==> src/rtl/pwm_pkg.sv <==
package pwm_pkg;
  localparam int unsigned NUM_STRB = 4;
  localparam int unsigned SEL_W    = $clog2(NUM_STRB);
  localparam int unsigned ADDR_W   = 2;

  typedef enum logic [ADDR_W-1:0] {
    REG_PER = 2'd0,
    REG_DTY = 2'd1,
    REG_CTL = 2'd2,
    REG_RSV = 2'd3
  } reg_addr_e;

  // control word bit positions
  localparam int unsigned CTL_EN  = 0;
  localparam int unsigned CTL_POL = 1;
  localparam int unsigned CTL_CTR = 2;
  localparam int unsigned CTL_SEL = 3;
  localparam int unsigned CTL_W   = CTL_SEL + SEL_W;
endpackage

==> src/rtl/pwm_regs.sv <==
module pwm_regs
  import pwm_pkg::*;
#(
  parameter int unsigned CW = 8
) (
  input  logic              clk_i,
  input  logic              rst_ni,
  input  logic              wr_en_i,
  input  logic [ADDR_W-1:0] wr_addr_i,
  input  logic [CW-1:0]     wr_data_i,
  input  logic              wrap_i,
  output logic              en_o,
  output logic              pol_o,
  output logic              ctr_o,
  output logic [SEL_W-1:0]  sel_o,
  output logic [CW-1:0]     per_o,
  output logic [CW-1:0]     dty_o
);
  logic [CW-1:0]    per_buf, dty_buf;
  logic [CTL_W-1:0] ctl_q;
  logic             load;

  always_ff @(posedge clk_i or negedge rst_ni) begin
    if (!rst_ni) begin
      per_buf <= '0;
      dty_buf <= '0;
      ctl_q   <= '0;
    end else if (wr_en_i) begin
      unique case (reg_addr_e'(wr_addr_i))
        REG_PER: per_buf <= wr_data_i;
        REG_DTY: dty_buf <= wr_data_i;
        REG_CTL: ctl_q   <= wr_data_i[CTL_W-1:0];
        default: ;
      endcase
    end
  end

  assign en_o  = ctl_q[CTL_EN];
  assign pol_o = ctl_q[CTL_POL];
  assign ctr_o = ctl_q[CTL_CTR];
  assign sel_o = ctl_q[CTL_SEL +: SEL_W];

  // buffers track freely while idle, else only at period end
  assign load = !en_o || wrap_i;

  always_ff @(posedge clk_i or negedge rst_ni) begin
    if (!rst_ni) begin
      per_o <= '0;
      dty_o <= '0;
    end else if (load) begin
      per_o <= per_buf;
      dty_o <= dty_buf;
    end
  end


  shadow_hold_chk: assert property (@(posedge clk_i) disable iff (!rst_ni)
    (en_o && !wrap_i) |=> ($stable(per_o) && $stable(dty_o)));
endmodule

==> src/rtl/pwm_cnt.sv <==
module pwm_cnt #(
  parameter int unsigned CW = 8
) (
  input  logic          clk_i,
  input  logic          rst_ni,
  input  logic          en_i,
  input  logic          tick_i,
  input  logic          ctr_i,
  input  logic [CW-1:0] per_i,
  output logic [CW-1:0] cnt_o,
  output logic          wrap_o
);
  logic          dn_q;
  logic          per_zero, at_top, at_bot;
  logic [CW-1:0] top;

  assign per_zero = (per_i == '0);
  assign top      = per_i - 1'b1;
  assign at_top   = (cnt_o == top);
  assign at_bot   = (cnt_o == '0);

  always_comb begin
    wrap_o = 1'b0;
    if (tick_i) begin
      if (per_zero)   wrap_o = 1'b1;
      else if (!ctr_i) wrap_o = at_top;
      else            wrap_o = dn_q && at_bot;
    end
  end

  always_ff @(posedge clk_i or negedge rst_ni) begin
    if (!rst_ni) begin
      cnt_o <= '0;
      dn_q  <= 1'b0;
    end else if (!en_i) begin
      cnt_o <= '0;
      dn_q  <= 1'b0;
    end else if (tick_i) begin
      if (per_zero) begin
        cnt_o <= '0;
        dn_q  <= 1'b0;
      end else if (!ctr_i) begin
        cnt_o <= at_top ? '0 : cnt_o + 1'b1;
        dn_q  <= 1'b0;
      end else if (!dn_q) begin
        // turnaround repeats the top value once
        if (at_top) dn_q  <= 1'b1;
        else        cnt_o <= cnt_o + 1'b1;
      end else begin
        if (at_bot) dn_q  <= 1'b0;
        else        cnt_o <= cnt_o - 1'b1;
      end
    end
  end


  cnt_range_chk: assert property (@(posedge clk_i) disable iff (!rst_ni)
    (en_i && !per_zero) |-> (cnt_o < per_i));


  cnt_hold_chk: assert property (@(posedge clk_i) disable iff (!rst_ni)
    (en_i && !tick_i) |=> $stable(cnt_o));


  idle_cnt_chk: assert property (@(posedge clk_i) disable iff (!rst_ni)
    !en_i |=> (cnt_o == '0));


  center_turn_chk: assert property (@(posedge clk_i) disable iff (!rst_ni)
    (en_i && tick_i && ctr_i && !per_zero && !dn_q && at_top)
      |=> (cnt_o == $past(cnt_o)));
endmodule

==> src/rtl/pwm_wave.sv <==
module pwm_wave #(
  parameter int unsigned CW = 8
) (
  input  logic          en_i,
  input  logic          pol_i,
  input  logic [CW-1:0] per_i,
  input  logic [CW-1:0] dty_i,
  input  logic [CW-1:0] cnt_i,
  output logic          wave_o
);
  logic active;

  // zero period or duty above count: active level
  assign active = (per_i == '0) || (cnt_i < dty_i);
  assign wave_o = en_i ? (active ? pol_i : ~pol_i) : ~pol_i;
endmodule

==> src/rtl/pwm_chan.sv <==
module pwm_chan
  import pwm_pkg::*;
#(
  parameter int unsigned CW = 8
) (
  input  logic                clk_i,
  input  logic                rst_ni,
  input  logic                wr_en_i,
  input  logic [ADDR_W-1:0]   wr_addr_i,
  input  logic [CW-1:0]       wr_data_i,
  input  logic [NUM_STRB-1:0] strb_i,
  output logic                wave_o
);
  logic             en, pol, ctr, wrap, tick;
  logic [SEL_W-1:0] sel;
  logic [CW-1:0]    per, dty, cnt;

  assign tick = en && strb_i[sel];

  pwm_regs #(.CW(CW)) u_regs (
    .clk_i     (clk_i),
    .rst_ni    (rst_ni),
    .wr_en_i   (wr_en_i),
    .wr_addr_i (wr_addr_i),
    .wr_data_i (wr_data_i),
    .wrap_i    (wrap),
    .en_o      (en),
    .pol_o     (pol),
    .ctr_o     (ctr),
    .sel_o     (sel),
    .per_o     (per),
    .dty_o     (dty)
  );

  pwm_cnt #(.CW(CW)) u_cnt (
    .clk_i  (clk_i),
    .rst_ni (rst_ni),
    .en_i   (en),
    .tick_i (tick),
    .ctr_i  (ctr),
    .per_i  (per),
    .cnt_o  (cnt),
    .wrap_o (wrap)
  );

  pwm_wave #(.CW(CW)) u_wave (
    .en_i   (en),
    .pol_i  (pol),
    .per_i  (per),
    .dty_i  (dty),
    .cnt_i  (cnt),
    .wave_o (wave_o)
  );


  zero_per_chk: assert property (@(posedge clk_i) disable iff (!rst_ni)
    (en && per == '0) |-> (wave_o == pol));
endmodule

==> config.mk <==
export PLATFORM = sky130hd
export DESIGN_NAME = pwm_chan
export DESIGN_NICKNAME = d
export VERILOG_FILES = /design/src/rtl/pwm_pkg.sv /design/src/rtl/pwm_regs.sv /design/src/rtl/pwm_cnt.sv /design/src/rtl/pwm_wave.sv /design/src/rtl/pwm_chan.sv
export SDC_FILE = /design/constraint.sdc
export NUM_CORES = 1
export LEC_CHECK = 0
export ABC_AREA = 1
export ABC_CLOCK_PERIOD_IN_PS = 5560
export CAP_MARGIN = 25
export CORE_MARGIN = 8
export CORE_UTILIZATION = 55
export DETAILED_ROUTE_END_ITERATION = 12
export PLACE_DENSITY = 0.82
export SKIP_CTS_REPAIR_TIMING = 1
export SYNTH_ARGS = -nofsm -noshare
export SYNTH_HDL_FRONTEND = slang
export SYNTH_SLANG_ARGS = --single-unit
==> constraint.sdc <==
create_clock -name clk_i -period 5.56 [get_ports clk_i]
set_input_delay 1.112 -clock clk_i [delete_from_list [all_inputs] [get_ports clk_i]]
set_output_delay 1.112 -clock clk_i [all_outputs]
set_load 0.01 [all_outputs]
==> impl_metrics.tcl <==
set metrics [dict create \
    crit_required_ns 4.45 \
    routedWlPerCell_um 13.52 \
    crit_family "buffers and inverters" \
    remaining_drc_errors 0 \
    antenna_found_initial 0 \
    synth_area_um2 2701 \
    hold_viol_final 0 \
    crit_fanout 10 \
    powerDensity_nw_per_um2 378.7 \
    ir_drop_mv 0.2220 \
    floorplan.rows 25 \
    place_area_um2 2908 \
    seq_power_share 0.422 \
    final_area_um2 3020 \
    clkTransAtPathRegs_ns 0.09 \
    grt_pass1_wl_um 10370 \
    max_slew_margin 0.6380 \
    synth_edf_count 0 \
    area_growth_pct 11.81 \
    tns_ns 0 \
    vias 2321 \
    worst-path-buf-inv 2 \
    final_nets 405 \
    comb_power_share 0.392 \
    synth_seq_cells 46 \
    synthArstFlopShare 1.000 \
    gp_congestion 0.8913 \
    crit_top_cell "nand2_1" \
    fmax_mhz 284.8 \
    io-pin-count 18 \
    die_w_um 86.08 \
    hpwl_um 4454 \
    clock_latency_ns 0.31 \
    hold_class "reg2reg" \
    slowest_stage "clkdlybuf4s50_1" \
    p_leak_nw 1.536 \
    maxCapViolCount 0 \
    clk_path_buf_depth 2 \
    status "finished, final reports clean" \
    end_kind "primary output" \
    crit_path_cell_trace "ha_1 -> nand2_1 -> o21ai_0 -> nand4_1 -> nand2_1 -> nand2_1 -> nand2_1 -> xnor2_1 -> inv_1 -> clkdlybuf4s50_1" \
    cts_max_level 2 \
    gr-usage-all-layers 0.1771 \
    slowest_delay_ns 0.53 \
    ys.warnings.count 0 \
    grt-ovfl-total 0 \
    syn_inst 358 \
    internal_power_w 0.0006638 \
    cts_root_buffer "clkbuf_8" \
    drt_first_iter_violations 195 \
    rsz0062_at_grt "false" \
    num_antenna_cells 0 \
    avgSynthCellArea_um2 7.546 \
    drt-total-wl_um 6005 \
    startpoint_type "flop" \
    io_buffers 17 \
    setup_viol 0 \
    ys_seq_area_frac 0.4261 \
    worstMarginPinSlew_ns 0.5415 \
    die_y_um 86.08 \
    ys.flop_type "dfrtp_1" \
    clock_sinks 46 \
    synth_cell_type_count 32 \
    core_area_um2 4723 \
    fin_skew_ns 0.005759 \
    post-route-period-util 0.6316 \
    period_needed_ns 3.512 \
    synthesis.nets 387 \
    die-area_um2 7410 \
    path_class "reg2out" \
    p_sw_frac 0.4196 \
    layout-drive-gt1-share 0.06631 \
    drtPass1Iterations 4 \
    via_per_inst 5.227 \
    numCtsBuffers 5 \
    initial_core_util 0.5719 \
    ant_nets 0 \
    drv_slew 0 \
    worst_ep_arrival_time_ns 2.40 \
    p_sw_w 0.0004800 \
    grt_max_degree 47 \
    p_clk_frac 0.186 \
    grt_pass1_vias 2205 \
    cts_tree "yes" \
]
-- cell usage in the layout, fill, tap and decap left out, types with 2 or more instances in the layout --
master           Yosys  routed
dfrtp_1             46      46
ha_1                12      12
nand3_1             35      35
nor2_2               3       3
nor3_1               4       4
nor2_1              19      19
a21oi_1              4       4
clkbuf_8             0       5
xnor2_1              5       5
inv_2                4       4
nand4_1              4       4
clkinv_1             2       2
o21ai_1              3       3
clkinvlp_4           0       2
inv_1               41      41
o21ai_0             33      33
nand2_1            118     118
xor2_1               4       4
clkdlybuf4s50_1      0      16
o22ai_1              2       2
-- layout make-up --
class,instances,area (um^2)
sequential,46,1151
tap,67,83.83
clock buffer,5,68.82
timing repair buffer,19,192.7
inverter,47,176.4
fill,423,1703
multi-input combinational,257,1324
clock inverter,3,23.77
-- tightest hold or removal path, delay by kind of cell, from the launching register on --
family           cells  cell delay (ns)
flip-flops           1             0.35
AND/OR/NAND/NOR      2             0.11
-- kinds of logic after synthesis --
kind of cell	synth area share
simple gates	0.3057
buf+inv	0.08383
flops	0.4261
compound gates	0.08986
fa+ha+maj	0.05558
xor+xnor	0.03520
mux	0.003706
-- power groups by stage --
stage	Combinational [W]	Clock (W)	Sequential (W)
floorplan	0.000350	0	0.000463
global placement	0.000427	0	0.000485
detailed placement	0.000442	0	0.000488
CTS	0.000447	0.000216	0.000482
global route	0.000510	0.000231	0.000493
finish	0.000448	0.000213	0.000483
-- worst paths after layout --
kind | startpoint | endpoint | slack [ns] | cells after the start
min | u_regs.dty_o[6]$_DFFE_PN0P_ | u_regs.dty_o[6]$_DFFE_PN0P_ | 0.48 | 2
max reg2reg | u_regs.per_o[0]$_DFFE_PN0P_ | u_regs.per_o[6]$_DFFE_PN0P_ | 3.21 | 14
max in group asynchronous | rst_ni | u_cnt.cnt_o[7]$_DFFE_PN0P_ | 4.42 | 2
min in group asynchronous | rst_ni | u_regs.dty_o[3]$_DFFE_PN0P_ | 0.68 | 1
min reg2reg | u_regs.dty_o[6]$_DFFE_PN0P_ | u_regs.dty_o[6]$_DFFE_PN0P_ | 0.48 | 2
max | u_cnt.cnt_o[2]$_DFFE_PN0P_ | wave_o | 2.05 | 10
-- stage by stage --
| step | utilization | instances | power [W] | setup slack, ns | hold slack (ns) |
|---|---|---|---|---|---|
| after global routing | 0.6395 | 444 | 0.001234 | 1.955 | 0.5079 |
| after CTS | 0.6352 | 443 | 0.001145 | 2.049 | 0.4827 |
| after floorplan | - | 358 | 0.0008128 | 3.114 | 0.4419 |
| after detailed placement | 0.6156 | 435 | 0.0009306 | 2.459 | 0.4599 |
| after global placement | 0.6156 | 435 | 0.0009118 | 2.473 | 0.4559 |
| final | 0.6395 | 444 | 0.001144 | 2.048 | 0.4776 |
-- routing by layer --
layer | global-route usage | wire, um
met5 | 0 | 0
met4 | 0.06051 | 114
met3 | 0.03916 | 349
met2 | 0.2792 | 2735
met1 | 0.2323 | 2805
-- cells in the mapped netlist (2+ instances only) --
| master | instances | share of area |
|---|---|---|
| nand4_1 | 4 | 0.0093 |
| nor2_1 | 19 | 0.026 |
| ha_1 | 12 | 0.056 |
| a21oi_1 | 4 | 0.0074 |
| nor3_1 | 4 | 0.0074 |
| clkinv_1 | 2 | 0.0028 |
| dfrtp_1 | 46 | 0.43 |
| nand3_1 | 35 | 0.065 |
| inv_2 | 4 | 0.0056 |
| o21ai_1 | 3 | 0.0056 |
| o22ai_1 | 2 | 0.0046 |
| nor2_2 | 3 | 0.0069 |
| clkbuf_1 | 4 | 0.0056 |
| nand2_1 | 118 | 0.16 |
| o21ai_0 | 33 | 0.061 |
| xor2_1 | 4 | 0.013 |
| xnor2_1 | 5 | 0.016 |
| inv_1 | 41 | 0.057 |
| buf_6 | 2 | 0.0083 |
-- registers in the layout (all words and copies together) (netlist names) --
signal,count
u_cnt.cnt_o,8
u_regs.dty_buf,8
u_regs.dty_o,8
u_regs.per_buf,8
u_regs.per_o,8
u_regs.ctl_q,5
u_cnt.dn_q,1
Note: power is estimated with default switching activity, not from simulation.
